`src/rtl/intc_pkg.sv`:
```
package intc_pkg;
  localparam int NUM_SRC  = 6;
  localparam int PER_BANK = 3;
  localparam int DATA_W   = 8;
  localparam int VEC_W    = 8;
  localparam int VEC_STEP = 4;
  localparam int EN_LSB   = 1;
  localparam int FLAG_LSB = 4;
  localparam int NUM_PIN  = 5;

  typedef enum logic [2:0] {
    SRC_CMP  = 3'd0,
    SRC_INT0 = 3'd1,
    SRC_INT1 = 3'd2,
    SRC_PWM  = 3'd3,
    SRC_TMR0 = 3'd4,
    SRC_TMR1 = 3'd5
  } src_e;

  function automatic logic [VEC_W-1:0] vec_of(input int idx);
    return VEC_W'((idx + 1) * VEC_STEP);
  endfunction
endpackage

```
`src/rtl/intc_edge.sv`:
```
module intc_edge #(
  parameter bit FALL = 1'b1
) (
  input  logic clk_i,
  input  logic rst_ni,
  input  logic sig_i,
  output logic edge_o
);
  logic prev_q;

  // history starts at the level that cannot produce the active edge
  always_ff @(posedge clk_i or negedge rst_ni) begin
    if (!rst_ni) prev_q <= ~FALL;
    else         prev_q <= sig_i;
  end

  if (FALL) begin : g_fall
    assign edge_o = prev_q & ~sig_i;
  end else begin : g_rise
    assign edge_o = ~prev_q & sig_i;
  end
endmodule

```
`src/rtl/intc_regs.sv`:
```
module intc_regs
  import intc_pkg::*;
#(
  parameter int N_SRC   = NUM_SRC,
  parameter int N_BANK_SRC = PER_BANK,
  parameter int D_W     = DATA_W
) (
  input  logic             clk_i,
  input  logic             rst_ni,
  input  logic             wr_en_i,
  input  logic             wr_sel_i,
  input  logic [D_W-2:0]   wr_data_i,
  input  logic [N_SRC-1:0] set_i,
  input  logic             ack_i,
  input  logic [N_SRC-1:0] grant_i,
  output logic             gie_o,
  output logic [N_SRC-1:0] en_o,
  output logic [N_SRC-1:0] flag_o,
  output logic [D_W-1:0]   ctrl0_o,
  output logic [D_W-1:0]   ctrl1_o
);
  localparam int N_BANK = (N_SRC + N_BANK_SRC - 1) / N_BANK_SRC;

  logic             gie_q;
  logic [N_SRC-1:0] en_q, flag_q;

  always_ff @(posedge clk_i or negedge rst_ni) begin
    if (!rst_ni)                        gie_q <= 1'b0;
    else if (ack_i)                     gie_q <= 1'b0;
    else if (wr_en_i && !wr_sel_i)      gie_q <= wr_data_i[0];
  end

  for (genvar i = 0; i < N_SRC; i++) begin : g_src
    localparam int B = i / N_BANK_SRC;
    localparam int P = i % N_BANK_SRC;
    logic wr_hit;
    assign wr_hit = wr_en_i && (wr_sel_i == 1'(B));

    always_ff @(posedge clk_i or negedge rst_ni) begin
      if (!rst_ni)                    flag_q[i] <= 1'b0;
      else if (set_i[i])              flag_q[i] <= 1'b1;
      else if (ack_i && grant_i[i])   flag_q[i] <= 1'b0;
      else if (wr_hit)                flag_q[i] <= wr_data_i[FLAG_LSB+P];
    end

    always_ff @(posedge clk_i or negedge rst_ni) begin
      if (!rst_ni)     en_q[i] <= 1'b0;
      else if (wr_hit) en_q[i] <= wr_data_i[EN_LSB+P];
    end

    assert_set_wins_R11: assert property (@(posedge clk_i) disable iff (!rst_ni)
      set_i[i] |=> flag_q[i]);
    assert_ack_clears_flag_R8: assert property (@(posedge clk_i) disable iff (!rst_ni)
      (ack_i && grant_i[i] && !set_i[i]) |=> !flag_q[i]);
  end

  logic [D_W-1:0] bank [N_BANK];
  always_comb begin
    for (int b = 0; b < N_BANK; b++) bank[b] = '0;
    bank[0][0] = gie_q;
    for (int i = 0; i < N_SRC; i++) begin
      bank[i / N_BANK_SRC][EN_LSB + (i % N_BANK_SRC)]   = en_q[i];
      bank[i / N_BANK_SRC][FLAG_LSB + (i % N_BANK_SRC)] = flag_q[i];
    end
  end

  assign ctrl0_o = bank[0];
  assign ctrl1_o = bank[N_BANK-1];
  assign gie_o   = gie_q;
  assign en_o    = en_q;
  assign flag_o  = flag_q;

  assert_ack_clears_gie_R8: assert property (@(posedge clk_i) disable iff (!rst_ni)
    ack_i |=> !gie_q);
endmodule

```
`src/rtl/intc_arb.sv`:
```
module intc_arb
  import intc_pkg::*;
#(
  parameter int N_SRC = NUM_SRC,
  parameter int V_W   = VEC_W
) (
  input  logic [N_SRC-1:0] pend_i,
  output logic             any_o,
  output logic [N_SRC-1:0] grant_o,
  output logic [V_W-1:0]   vec_o
);
  localparam int IDX_W = $clog2(N_SRC);

  logic [IDX_W-1:0] idx;

  always_comb begin
    idx = '0;
    for (int i = N_SRC - 1; i >= 0; i--)
      if (pend_i[i]) idx = IDX_W'(i);
  end

  assign any_o = |pend_i;

  always_comb begin
    grant_o      = '0;
    grant_o[idx] = any_o;
  end

  assign vec_o = V_W'((int'(idx) + 1) * VEC_STEP);

  always_comb begin
    if (any_o) begin
      assert_lowest_wins_R7: assert ($onehot(grant_o) && ((pend_i & grant_o) != '0)
        && ((pend_i & (grant_o - 1'b1)) == '0));
    end
  end
endmodule

```
`src/rtl/mcu_intc.sv`:
```
module mcu_intc
  import intc_pkg::*;
(
  input  logic       clk_i,
  input  logic       rst_ni,
  input  logic       wr_en_i,
  input  logic       wr_sel_i,
  input  logic [6:0] wr_data_i,
  input  logic       rd_sel_i,
  output logic [7:0] rd_data_o,
  input  logic       cmp_i,
  input  logic       int0a_i,
  input  logic       int0b_i,
  input  logic       int0c_i,
  input  logic       int1_i,
  input  logic       pwm_tick_i,
  input  logic       tmr0_ovf_i,
  input  logic       tmr1_ovf_i,
  input  logic       stack_full_i,
  input  logic       irq_ack_i,
  output logic       irq_req_o,
  output logic [7:0] irq_vec_o,
  output logic       wake_o
);
  // pin order: cmp, int0a, int0b, int0c, int1
  localparam logic [NUM_PIN-1:0] EDGE_FALL = 5'b10011;

  logic [NUM_PIN-1:0] pins, pin_edge;
  logic [NUM_SRC-1:0] set_evt, en, flag, grant;
  logic               gie, any_pend, ack_fire, wake_q;
  logic [DATA_W-1:0]  ctrl0, ctrl1;

  assign pins = {int1_i, int0c_i, int0b_i, int0a_i, cmp_i};

  for (genvar p = 0; p < NUM_PIN; p++) begin : g_pin
    intc_edge #(.FALL(EDGE_FALL[p])) u_edge (
      .clk_i  (clk_i),
      .rst_ni (rst_ni),
      .sig_i  (pins[p]),
      .edge_o (pin_edge[p])
    );
  end

  assign set_evt[SRC_CMP]  = pin_edge[0];
  assign set_evt[SRC_INT0] = |pin_edge[3:1];
  assign set_evt[SRC_INT1] = pin_edge[4];
  assign set_evt[SRC_PWM]  = pwm_tick_i;
  assign set_evt[SRC_TMR0] = tmr0_ovf_i;
  assign set_evt[SRC_TMR1] = tmr1_ovf_i;

  intc_regs u_regs (
    .clk_i     (clk_i),
    .rst_ni    (rst_ni),
    .wr_en_i   (wr_en_i),
    .wr_sel_i  (wr_sel_i),
    .wr_data_i (wr_data_i),
    .set_i     (set_evt),
    .ack_i     (ack_fire),
    .grant_i   (grant),
    .gie_o     (gie),
    .en_o      (en),
    .flag_o    (flag),
    .ctrl0_o   (ctrl0),
    .ctrl1_o   (ctrl1)
  );

  intc_arb u_arb (
    .pend_i  (flag & en),
    .any_o   (any_pend),
    .grant_o (grant),
    .vec_o   (irq_vec_o)
  );

  assign irq_req_o = gie && !stack_full_i && any_pend;
  assign ack_fire  = irq_ack_i && irq_req_o;
  assign rd_data_o = rd_sel_i ? ctrl1 : ctrl0;

  always_ff @(posedge clk_i or negedge rst_ni) begin
    if (!rst_ni) wake_q <= 1'b0;
    else         wake_q <= |set_evt;
  end
  assign wake_o = wake_q;

  assert_stack_full_blocks_R9: assert property (@(posedge clk_i) disable iff (!rst_ni)
    stack_full_i |-> !irq_req_o);
  assert_wake_follows_set_R12: assert property (@(posedge clk_i) disable iff (!rst_ni)
    (|set_evt) |=> wake_o);
  assert_wake_one_shot_R12: assert property (@(posedge clk_i) disable iff (!rst_ni)
    !(|set_evt) |=> !wake_o);
  assert_req_needs_gie_R6: assert property (@(posedge clk_i) disable iff (!rst_ni)
    irq_req_o |-> (ctrl0[0] && ((flag & en) != '0)));
endmodule

```
`config.mk`:
```
export PLATFORM = sky130hd
export DESIGN_NAME = mcu_intc
export DESIGN_NICKNAME = d
export VERILOG_FILES = /design/src/rtl/intc_pkg.sv /design/src/rtl/intc_edge.sv /design/src/rtl/intc_regs.sv /design/src/rtl/intc_arb.sv /design/src/rtl/mcu_intc.sv
export SDC_FILE = /design/constraint.sdc
export NUM_CORES = 1
export LEC_CHECK = 0
export ABC_AREA = 1
export BUFFER_PORTS_ARGS = -buffer_cell sky130_fd_sc_hd__buf_2
export CORE_MARGIN = 3
export CORE_UTILIZATION = 51
export CTS_CLUSTER_DIAMETER = 200
export DETAILED_ROUTE_END_ITERATION = 12
export GPL_ROUTABILITY_DRIVEN = 0
export GPL_TIMING_DRIVEN = 0
export PLACE_DENSITY = 0.81
export SYNTH_ARGS = -nofsm -noshare
export SYNTH_HDL_FRONTEND = slang
export SYNTH_HIERARCHICAL = 1
export SYNTH_SLANG_ARGS = --single-unit
```
`constraint.sdc`:
```
create_clock -name clk_i -period 2 [get_ports clk_i]
set_clock_uncertainty 0.1 [all_clocks]
set_input_delay 0 -clock clk_i [delete_from_list [all_inputs] [get_ports clk_i]]
set_output_delay 0 -clock clk_i [all_outputs]
set_load 0.05 [all_outputs]
```
---- Word-level counts from Yosys, hierarchy flattened ----
Cells that the tools add are included.
Widths: inputs -> output; s select.
operators by class
  reductions and logical operators ........ 25
  shift-type cells ........................ 0
  equality and inequality tests ........... 0
  divide/modulo/power cells ............... 0
  mux-type cells .......................... 29
  $add $sub $neg .......................... 1
  multiply operators ...................... 0
  $lt $le $gt $ge ......................... 2
  bitwise gates (word level) .............. 13
operators with widths
  operator             number
  $mux 1               21
  $mux 3               6
  $reduce_bool 3->1    6
  $logic_and 1x1->1    13
  $and 6x6->6          2
  $reduce_or 8->1      1
  $mux 7               1
  $not 1->1            6
  $reduce_or 6->1      1
  $and 1x1->1          5
  $add 3x1->4 const B  1
  $lt 3x4->1 const B   1
  $demux 1 s3          1
  $ge 3x1->1 const B   1
  $reduce_or 3->1      1
  $logic_not 1->1      2
  $reduce_bool 2->1    1
word-level totals
  word-level logic and storage cells ...... 89
  ROM bits ................................ 0
  output and inout port bits .............. 18
  memories kept ........................... 0
  memory bits (writable) .................. 0
  bits in latches ......................... 0
  input port bits ......................... 22
  flip-flop bits (word level) ............. 19

---- Logic depth before layout (Yosys ltp) ----
  word-level depth ........................ 15
  gate-level depth with buffers ........... 13
  mapped depth without buffers ............ 12

---- Cells and area by module ----
Netlist, hierarchy kept.
modules (own cells, without submodules)
  module                           seq. area each (sq um)  instances  area each (sq um)  cells an instance
  intc_regs                        325.3                   1          755.7              101
  mcu_intc                         25.0                    1          257.7              57
  intc_arb                         0.0                     1          196.4              34
  intc_edge (g_pin[0].u_edge ...)  25.0                    3          35.0               3
  intc_edge (g_pin[2].u_edge ...)  26.3                    2          36.3               3

---- Worst setup path before layout ----
No wires, ideal clock.
  path type ............................... flip-flop to output port
  from .................................... register u_regs.flag_q[3] (netlist: u_regs/ctrl1_o[4])
  to ...................................... output irq_vec_o[4]
  required time ........................... 1.900 ns
  data arrival time ....................... 2.199 ns
  cell stages (with the launch flop) ...... 12
  buffers on the path ..................... 1
  setup slack ............................. -0.299 ns
  path through ............................ dfrtp_1 buf_4 nand2_1 inv_1 inv_1 nand2_1 nand2_1 nand2_2 nand2_2 inv_1 ha_1 xnor2_1
between the ends
  longest elaborated chain between the ends .. 6
ends and longest elaborated chain
  element                           RTL line         source
  start: declaration                intc_regs.sv:25  logic [N_SRC-1:0] en_q, flag_q;
  start signal: indexed assignment  intc_regs.sv:43  else if (wr_hit) flag_q[i] <= wr_data_i[FLAG_LSB+P];
  $and 6x6->6                       mcu_intc.sv:68   .pend_i (flag & en),
  $mux 3 (4 in series)              intc_arb.sv:19   if (pend_i[i]) idx = IDX_W'(i);
  $add 3x1->4                       intc_arb.sv:29   assign vec_o = V_W'((int'(idx) + 1) * VEC_STEP);
  end: declaration                  mcu_intc.sv:22   output logic [7:0] irq_vec_o,
No other way between the ends.

---- Worst setup path in the final report ----
  from .................................... register u_regs.flag_q[0] (netlist: u_regs/ctrl0_o[4])
  to ...................................... output irq_vec_o[4]
between the ends
  longest elaborated chain between the ends .. 3
ends and longest elaborated chain
  element      RTL line
  $and 6x6->6  mcu_intc.sv:68
  $mux 3       intc_arb.sv:19
  $add 3x1->4  intc_arb.sv:29
No other way between the ends.

==> metrics.cfg <==
[routing]
drc = 0
drtAntennaViolNets = 0
drtPass1Iterations = 4
drt_iter0_markers = 55
drt_wl_total_um = 3050
vias_per_cell = 4.37
via_count = 1350
wire_per_inst_um = 9.86

[placement]
dp_slack_ns = -0.205
io_buffers = 33
hpwlAfterDp_um = 2080

[worst_hold_path]
holdCritPathClass = in -> async

[critical_path]
cpPeakStageDelay_ns = 0.42
critPathKind = reg -> out
crit_arrival_ns = 1.85
cp_cell_sequence = buf_4 -> nand2_1 -> inv_1 -> nor3_2 -> ha_4 -> xnor2_4 -> buf_6
end_kind = primary output
crit_path_top_delay_cell = dfrtp_1
start_kind = flip-flop
required_ns = 1.90
worstPathMaxFanout = 5

[synthesis]
syn_area_per_cell_um2 = 6.70
yosysWarnings = 6
synthAdderAreaFrac_pct = 0.902
synth_compound_area_share_pct = 5.41
synthXorXnorAreaFrac_pct = 0.631
yosysSeqAreaShare_pct = 34.4
synth.distinct_cells = 23
synth-simple-area-share_pct = 30.5
ys_ff_latch = 19
syn_area_um2 = 1390
syn_inst = 207
muxShareOfSynthArea_pct = 0
synth_top_family_by_area = simple AND/OR/NAND/NOR gates

[clock_network]
cts_made_buffers = 3
clockBufferDepth = 2
clockRootBuffer = clkbuf_4
clkTransAtPathRegs_ns = 0.11
clk_latency_ns = 0.30
clock_sink_count = 19
htree_levels = 1
cts_tree = built

[power_and_ir_drop]
p_per_area_nw_per_um2 = 655
swShare_pct = 41.4
finalPower_mw = 1.29
seqPwrFrac_pct = 34.7
vdd_drop_max_uv = 607
combPwrFrac_pct = 50.0
leakage_nw = 1.17
p_int_mw = 0.755
power_frac_clock_pct = 15.4
p_sw_mw = 0.534

[die]
rows = 18
die_w_um = 58.2
start_util_pct = 55.0
die_height_um = 58.2
pin_count = 40
core_um2 = 2520
dieArea_um2 = 3380

[global_route]
grtUsageMet1_pct = 23.4
grt_max_degree = 20
grt_pass1_wl_um = 5000
top_usage_layer = met2
grt_use_met3_pct = 2.67
grt_util_met2_pct = 34.7
antenna_found_initial = 0
overflow = 0
grt_pass1_vias = 1217
global_route.usage.total_pct = 19.3

[timing]
setup_violations = 0
post-route-min-period_ns = 1.95
rsz0062_at_grt = yes
setup_slack_ns = 0.0457
slew_violations = 0
final-hold-violation-count = 0
worst_slew_margin_rel_pct = 1.23
max_freq_ghz = 0.512
tightest_slew_ns = 1.47
fin_crit_sh_pct = 97.7

[job]
maxCapViolations = 0

[layout]
layout_commonest_cell = nand2_1
fillCellCount = 207
drive_gt1_share_pct = 33.3
area_delta_synth_final_pct = 41.8
num_antenna_cells = 0
layout.nets = 303
layout_common_cells = nand2_1 (54), inv_1 (50), buf_4 (32)

[outcome]
status = finished, final reports clean

synthesized netlist by cell type:
master / n / share of area (%)
nor3b_1: 1 / 0.54
nand4_1: 5 / 2.3
buf_4: 21 / 11
o21ai_1: 3 / 1.1
o21ai_0: 11 / 4.0
inv_1: 53 / 14
clkbuf_1: 1 / 0.27
nand2_1: 57 / 15
dfstp_2: 2 / 3.8
nor2_1: 4 / 1.1
buf_6: 2 / 1.6
ha_1: 1 / 0.90
dfrtp_1: 17 / 31
conb_1: 2 / 0.54
and2_1: 1 / 0.45
nand3_1: 11 / 4.0
nand2_2: 3 / 1.4
nor2_2: 7 / 3.2
nand3_2: 1 / 0.72
a21oi_1: 1 / 0.36
xnor2_1: 1 / 0.63
nor2_4: 1 / 0.81
nor3_2: 1 / 0.72
flip-flops by register name (all words and copies together) (netlist names):
register	count
wake_o	1
u_regs/ctrl0_o	6
g_pin.u_edge/prev_q	5
u_regs/ctrl1_o	6
u_regs/gie_o	1
stage by stage:
step / util [%] / cells / setup TNS [ns] / cell area [um^2] / hold WS, ns
6_report: 78.0 / 309 / 0 / 1970 / 0.0576
5_1_grt: 78.0 / 309 / -0.0452 / 1970 / 0.0826
4_1_cts: 75.1 / 302 / 0 / 1890 / 0.0645
3_5_place_dp: 64.7 / 276 / -0.670 / 1630 / -0.137
3_3_place_gp: 64.7 / 276 / -0.628 / 1630 / -0.138
2_1_floorplan: - / 213 / 0 / 1430 / -0.396
routing by layer:
| layer | vias up | wire length, um |
|---|---|---|
| met1 | 591 | 1310 |
| met3 | 4 | 141 |
| met4 | 0 | 41 |
| li1 | 723 | - |
| met5 | - | 0 |
| met2 | 32 | 1550 |
timing repair:
action                                 in CTS  in global routing
gates resized for setup                     5                 10
setup endpoints to repair                   8                  5
buffers inserted                            3                  7
endpoints found under the hold margin      38                  0
hold buffers                               19                  0
pin swaps                                   0                  2
layout make-up:
| type | instances | area, um^2 | share of cell area (%) |
|---|---|---|---|
| Multi-Input combinational cell | 117 | 604 | 30.7 |
| Sequential cell | 19 | 478 | 24.3 |
| Timing Repair Buffer | 62 | 439 | 22.3 |
| Inverter | 53 | 199 | 10.1 |
| Buffer | 24 | 184 | 9.35 |
| Tap cell | 30 | 37.5 | 1.91 |
| Clock buffer | 4 | 26.3 | 1.34 |
worst max-delay path: cells and delay by family, from the launching register on:
kind | cells | cell delay (ns)
xor gates and xnor gates | 1 | 0.12
adders and majority gates | 1 | 0.22
buffers and inverters | 3 | 0.40
DFF | 1 | 0.42
and+or+nand+nor | 2 | 0.39
power groups by stage:
stage,clock network [mW],logic [mW],registers [mW]
finish,0.198,0.644,0.447
CTS,0.205,0.592,0.448
floorplan,0,0.437,0.449
detailed placement,0,0.535,0.456
global placement,0,0.529,0.456
global route,0.221,0.698,0.452
logic make-up after synthesis:
| family | after synthesis |
|---|---|
| buffers and inverters | 77 |
| xor gates and xnor gates | 1 |
| adders and majority gates | 1 |
| AOI/OAI and AO/OA | 15 |
| other | 2 |
| and+or+nand+nor | 92 |
| DFF | 19 |
path summary, 6_finish.rpt:
check                             startpoint                     end  slack [ns]  cells after the start
max in group asynchronous             rst_ni  g_pin[2].u_edge/prev_q        1.41                      2
hold / removal                        rst_ni  g_pin[1].u_edge/prev_q        0.06                      2
setup / recovery           u_regs/ctrl0_o[4]            irq_vec_o[4]        0.05                      7
hold reg to reg            u_regs/ctrl0_o[3]       u_regs/ctrl0_o[3]        0.43                      2
setup reg to reg           u_regs/ctrl0_o[4]       u_regs/ctrl0_o[5]        0.16                     13
min in group clk_i                 irq_ack_i       u_regs/ctrl1_o[6]        0.21                      6
(Power assumes the default switching activity.)
